**src/rtl/afu_pkg.sv**
```systemverilog
package afu_pkg;

   localparam logic [2:0] OP_ADD = 3'd0;
   localparam logic [2:0] OP_SUB = 3'd1;
   localparam logic [2:0] OP_AND = 3'd2;
   localparam logic [2:0] OP_OR  = 3'd3;
   localparam logic [2:0] OP_XOR = 3'd4;

   localparam int NUM_LANES = 3;
   localparam int FLAG_W    = 6;

   typedef struct packed {
      logic ovf;
      logic sgn;
      logic zro;
      logic aux;
      logic par;
      logic cry;
   } afu_flags_t;

endpackage

```
**src/rtl/afu_adder.sv**
```systemverilog
module afu_adder #(
   parameter int W = 32
) (
   input  logic [W-1:0]                    a,
   input  logic [W-1:0]                    b,
   input  logic                            sub,
   output logic [afu_pkg::NUM_LANES-1:0][W-1:0] lane_sum,
   output logic [afu_pkg::NUM_LANES-1:0]        lane_cry,
   output logic [afu_pkg::NUM_LANES-1:0]        lane_ovf
);
   import afu_pkg::*;

   for (genvar g = 0; g < NUM_LANES; g++) begin : g_lane
      localparam int LW = (g == 0) ? W / 4 : (g == 1) ? W / 2 : W;
      logic [LW-1:0] bb;
      logic [LW:0]   s;

      assign bb = sub ? ~b[LW-1:0] : b[LW-1:0];
      assign s  = {1'b0, a[LW-1:0]} + {1'b0, bb} + {{LW{1'b0}}, sub};

      if (LW < W) begin : g_pad
         assign lane_sum[g] = {{(W-LW){1'b0}}, s[LW-1:0]};
      end else begin : g_full
         assign lane_sum[g] = s[LW-1:0];
      end

      // carry out inverted on subtract gives the borrow
      assign lane_cry[g] = s[LW] ^ sub;
      assign lane_ovf[g] = (a[LW-1] ~^ bb[LW-1]) & (s[LW-1] ^ a[LW-1]);
   end

endmodule

```
**src/rtl/afu_logic.sv**
```systemverilog
module afu_logic #(
   parameter int W = 32
) (
   input  logic [2:0]   op,
   input  logic [W-1:0] a,
   input  logic [W-1:0] b,
   output logic [W-1:0] res
);
   import afu_pkg::*;

   always_comb begin
      case (op)
         OP_AND:  res = a & b;
         OP_OR:   res = a | b;
         OP_XOR:  res = a ^ b;
         default: res = '0;
      endcase
   end

endmodule

```
**src/rtl/afu_flag_gen.sv**
```systemverilog
module afu_flag_gen #(
   parameter int W = 32
) (
   input  logic [W-1:0]       res,
   input  logic [W-1:0]       a,
   input  logic [W-1:0]       b,
   input  logic [1:0]         lane,
   input  logic               arith,
   input  logic               cry_in,
   input  logic               ovf_in,
   output afu_pkg::afu_flags_t flags
);
   import afu_pkg::*;

   logic [NUM_LANES-1:0] msb_bits;

   for (genvar g = 0; g < NUM_LANES; g++) begin : g_msb
      localparam int LW = (g == 0) ? W / 4 : (g == 1) ? W / 2 : W;
      assign msb_bits[g] = res[LW-1];
   end

   always_comb begin
      flags.cry = arith & cry_in;
      flags.ovf = arith & ovf_in;
      flags.aux = arith & (a[4] ^ b[4] ^ res[4]);
      flags.sgn = msb_bits[lane];
      flags.zro = ~|res;
      flags.par = ~^res[7:0];
   end

endmodule

```
**src/rtl/arith_flag_unit.sv**
```systemverilog
module arith_flag_unit #(
   parameter int W = 32
) (
   input  logic                 clk,
   input  logic                 rst_n,
   input  logic [2:0]           op_i,
   input  logic [1:0]           size_i,
   input  logic [W-1:0]         a_i,
   input  logic [W-1:0]         b_i,
   input  logic                 upd_i,
   output logic [W-1:0]         res_o,
   output logic [afu_pkg::FLAG_W-1:0] flags_now_o,
   output logic [afu_pkg::FLAG_W-1:0] flags_q_o
);
   import afu_pkg::*;

   if (W < 32 || (W % 4) != 0) begin : g_bad_width
      $error("arith_flag_unit: W must be a multiple of 4 and at least 32");
   end

   logic [1:0]                  lane;
   logic                        arith;
   logic [NUM_LANES-1:0][W-1:0] lane_mask;
   logic [NUM_LANES-1:0][W-1:0] lane_sum;
   logic [NUM_LANES-1:0]        lane_cry;
   logic [NUM_LANES-1:0]        lane_ovf;
   logic [W-1:0]                a_m, b_m, logic_res;
   afu_flags_t                  flags_now;
   afu_flags_t                  flags_q;

   for (genvar g = 0; g < NUM_LANES; g++) begin : g_mask
      localparam int LW = (g == 0) ? W / 4 : (g == 1) ? W / 2 : W;
      if (LW < W) begin : g_part
         assign lane_mask[g] = {{(W-LW){1'b0}}, {LW{1'b1}}};
      end else begin : g_all
         assign lane_mask[g] = {W{1'b1}};
      end
   end

   always_comb begin
      case (size_i)
         2'd0:    lane = 2'd0;
         2'd1:    lane = 2'd1;
         default: lane = 2'd2;
      endcase
   end

   assign arith = (op_i == OP_ADD) || (op_i == OP_SUB);
   assign a_m   = a_i & lane_mask[lane];
   assign b_m   = b_i & lane_mask[lane];

   afu_adder #(.W(W)) u_add (
      .a        (a_i),
      .b        (b_i),
      .sub      (op_i == OP_SUB),
      .lane_sum (lane_sum),
      .lane_cry (lane_cry),
      .lane_ovf (lane_ovf)
   );

   afu_logic #(.W(W)) u_logic (
      .op  (op_i),
      .a   (a_m),
      .b   (b_m),
      .res (logic_res)
   );

   assign res_o = arith ? lane_sum[lane] : logic_res;

   afu_flag_gen #(.W(W)) u_flags (
      .res    (res_o),
      .a      (a_m),
      .b      (b_m),
      .lane   (lane),
      .arith  (arith),
      .cry_in (lane_cry[lane]),
      .ovf_in (lane_ovf[lane]),
      .flags  (flags_now)
   );

   assign flags_now_o = flags_now;

   always_ff @(posedge clk or negedge rst_n) begin
      if (!rst_n) begin
         flags_q <= '0;
      end else if (upd_i) begin
         flags_q <= flags_now;
      end
   end

   assign flags_q_o = flags_q;

endmodule

```
**config.mk**
```make
export PLATFORM = sky130hd
export DESIGN_NAME = arith_flag_unit
export DESIGN_NICKNAME = d
export VERILOG_FILES = /design/src/rtl/afu_pkg.sv /design/src/rtl/afu_adder.sv /design/src/rtl/afu_logic.sv /design/src/rtl/afu_flag_gen.sv /design/src/rtl/arith_flag_unit.sv
export SDC_FILE = /design/constraint.sdc
export NUM_CORES = 1
export LEC_CHECK = 0
export BUFFER_PORTS_ARGS = -buffer_cell sky130_fd_sc_hd__buf_2
export CAP_MARGIN = 40
export CORE_MARGIN = 1
export CORE_UTILIZATION = 52
export CTS_CLUSTER_DIAMETER = 150
export CTS_CLUSTER_SIZE = 40
export DETAILED_ROUTE_END_ITERATION = 16
export PLACE_DENSITY_LB_ADDON = 0.2
export RECOVER_POWER = 100
export SYNTH_ARGS = -nofsm -noshare
export SYNTH_HDL_FRONTEND = slang
export SYNTH_SLANG_ARGS = --single-unit
```
**constraint.sdc**
```tcl
create_clock -name clk -period 10.35 [get_ports clk]
set_input_delay 2.07 -clock clk [delete_from_list [all_inputs] [get_ports clk]]
set_output_delay 2.07 -clock clk [all_outputs]
set_load 0.03 [all_outputs]
```
==> flow_metrics.py <==
metrics = {
    "synth": {
        "async_flop_share": 1.00,
        "yosys-top-cells-area": "ha_1 26%, xnor2_1 8.4%, nand2_1 6.4%",
        "yosysSeqAreaShare": 0.0294,
        "syn-num-nets": 928,
        "synth_cell_types": 64,
        "syn-cell-area_um2": 5100,
        "synth-edff-count": 0,
        "yosysTopAreaCell": "ha_1",
        "synth_top_area_share": 0.257,
        "ys_seq_elements": 6,
        "yosysWarnings": 0,
        "avgSynthCellArea_um2": 6.81,
        "syn_inst": 750,
        "ys.flop_type": "dfrtp_1",
    },
    "clocking": {
        "clock_path_buffers": 2,
        "post-cts-setup-buffers": 0,
        "cts_tree": "done",
        "cts-resized-gates": 0,
        "insertion_delay_ns": 0.22,
        "clock_sinks": 6,
        "cts_made_buffers": 3,
        "clk_pin_slew_worst_paths_ns": 0.04,
        "root_buffer": "clkbuf_8",
        "cts_max_level": 1,
        "cts_hold_buf": 0,
    },
    "routing": {
        "drc": 0,
        "dr.first_iter.drc_count": 326,
        "finalWirelength_mm": 15.2,
        "dr.pass1.iters": 6,
        "vias": 5780,
        "viasPerCell": 6.01,
        "wl_per_cell_um": 15.8,
        "ant_nets": 0,
    },
    "global_route": {
        "grt_pass1_vias": 5450,
        "antenna_found_initial": 0,
        "grt_overflow": 0,
        "grt_max_degree": 51,
        "grt_pass1_wl_mm": 25.0,
        "grt_usage": 0.297,
    },
    "final_layout": {
        "stdcell_count": 962,
        "nFillCells": 935,
        "regArea_um2": 150,
        "syn_to_final_growth_pct": 12.0,
        "fin_area_um2": 5720,
        "multiInputGateArea_um2": 4480,
        "largest_reg_flops": 6,
        "nets": 1013,
        "n_antenna_cell": 0,
        "drive_above_1_share": 0.114,
    },
    "setup_path": {
        "worst_setup_path_start_kind": "primary input",
        "worstPathMaxFanout": 18,
        "cpPeakStageDelay_ns": 0.87,
        "crit_chain": "buf_2, or3b_1, buf_4, xnor2_1, ha_1, a31o_1, or2_2, a31oi_1, o21a_1, xnor2_1, a221o_1, inv_1, ha_1, nand4_1, a211o_1, or4b_1, nor4_1, nand4b_1, nor3_1, buf_2",
        "worstPathArrival_ns": 7.62,
        "critical_path.slowest_cell": "or3b_1",
        "cp.required_ns": 8.28,
        "cp_top_family": "simple AND/OR/NAND/NOR gates",
        "crit_type": "primary input to output pin",
        "cp_num_buf_inv": 4,
        "end_kind": "output pin",
    },
    "sta": {
        "worst_slew_pin_slew_ns": 1.07,
        "relSlewSlack": 0.288,
        "drv_slew": 0,
        "finalSetupTns_ns": 0,
        "rsz0062_at_grt": "no",
        "post-route-period-util": 0.936,
        "finalCriticalPeriod_ns": 9.69,
        "finalHoldViolations": 0,
        "finClkSkew_ns": 0,
        "finalSetupViolCount": 0,
        "fmax_mhz": 103,
    },
    "floorplanning": {
        "ios": 116,
        "die_area_um2": 10200,
        "die_w_um": 101,
        "rows": 35,
        "core_region_area_um2": 9370,
        "fp.dieH_um": 101,
        "start_util": 0.545,
    },
    "pwr": {
        "ir_drop_v": 0.000121,
        "power_density_nw_per_um2": 82.8,
        "p_leak_uw": 0.00285,
    },
    "place": {
        "portBuffers": 115,
        "dp_cells": 959,
        "post_dp_cell_area_um2": 5730,
        "place_hpwl_mm": 12.6,
        "place.gp.congestion": 1.07,
    },
    "status": {
        "status": "finished, final reports clean",
    },
    "hold_path": {
        "hold_class": "register to register",
    },
    "run": {
        "maxCapViolations": 0,
    },
}
[worst reg2reg max path: stages (launching register included)]
cell and delay [ns]:
dfrtp_1 0.37, nor2b_1 0.13, a31o_2 0.22
[final timing paths]
| path | cells after the start | slack, ns | startpoint | endpoint |
|---|---|---|---|---|
| hold / removal | 1 | 0.51 | flags_q_o[2] | flags_q_o[2] |
| max in group asynchronous | 1 | 8.41 | rst_n | flags_q_o[1] |
| hold reg to reg | 1 | 0.51 | flags_q_o[2] | flags_q_o[2] |
| min in group asynchronous | 1 | 1.71 | rst_n | flags_q_o[3] |
| setup reg to reg | 2 | 9.52 | flags_q_o[4] | flags_q_o[4] |
| setup / recovery | 20 | 0.66 | op_i[2] | flags_now_o[3] |
[placed cells by master, fill, tap and decap left out, types with 12 or more instances in the layout]
cell	count
xnor2_1	49
inv_1	86
nor2_1	46
nand2_1	87
o21a_1	14
a21oi_1	52
o21ai_0	45
buf_2	73
and2_1	27
a211oi_1	20
ha_1	105
a21o_1	14
clkbuf_1	42
xor2_1	12
nor3_1	16
[final cells by class]
type | instances | area share
Multi-Input combinational cell | 618 | 0.784
Inverter | 86 | 0.0565
Tap cell | 129 | 0.0282
Timing Repair Buffer | 120 | 0.0981
Clock buffer | 3 | 0.00722
Sequential cell | 6 | 0.0263
[metrics by stage]
stage / setup slack, ns / hold slack, ns / util / power, uW
6_report: 0.662 / 0.511 / 0.610 / 473
5_1_grt: 0.434 / 0.533 / 0.610 / 513
4_1_cts: 0.913 / 0.510 / 0.615 / 475
3_5_place_dp: 0.932 / 0.502 / 0.611 / 436
3_3_place_gp: 1.10 / 0.489 / 0.611 / 426
2_1_floorplan: 1.46 / 0.674 / - / 328
[kinds of logic after synthesis]
kind of cell	after synthesis	synth area share
AOI/OAI and AO/OA	215	0.282
DFF	6	0.0294
buffers and inverters	126	0.0931
xor gates and xnor gates	61	0.105
muxes	8	0.0167
and+or+nand+nor	228	0.213
adders and majority gates	106	0.261
[per-layer routing]
layer,vias up,global-route usage,wire length [um]
li1,2796,-,-
met1,2649,0.397,6790
met2,292,0.510,6880
met3,43,0.0284,1220
met4,0,0.0758,323
met5,-,0,0
[where the power goes]
| group | internal, uW | leakage [uW] | switching (uW) | total, uW |
|---|---|---|---|---|
| combinational | 146 | 0.00275 | 263 | 409 |
| clock | 25.0 | 0.0000216 | 10.1 | 35.0 |
| sequential | 27.6 | 0.0000787 | 1.93 | 29.5 |
| total | 199 | 0.00285 | 275 | 473 |
[synthesized netlist by cell type (4+ instances only)]
cell      count
a211o_1       5
a211oi_1     20
a21o_1       14
a21oi_1      52
a221oi_1      4
a22oi_1       6
a31oi_1       9
and2_1       27
buf_1         6
clkbuf_1     32
dfrtp_1       6
ha_1        105
inv_1        86
mux2_2        4
mux2i_1       4
nand2_1      87
nand2b_1      4
nand3_1      11
nand4_1      10
nor2_1       46
nor2b_1       6
nor3_1       16
o211ai_1      9
o21a_1       14
o21ai_0      45
xnor2_1      49
xor2_1       12
Power figures use the tool's default switching activity.
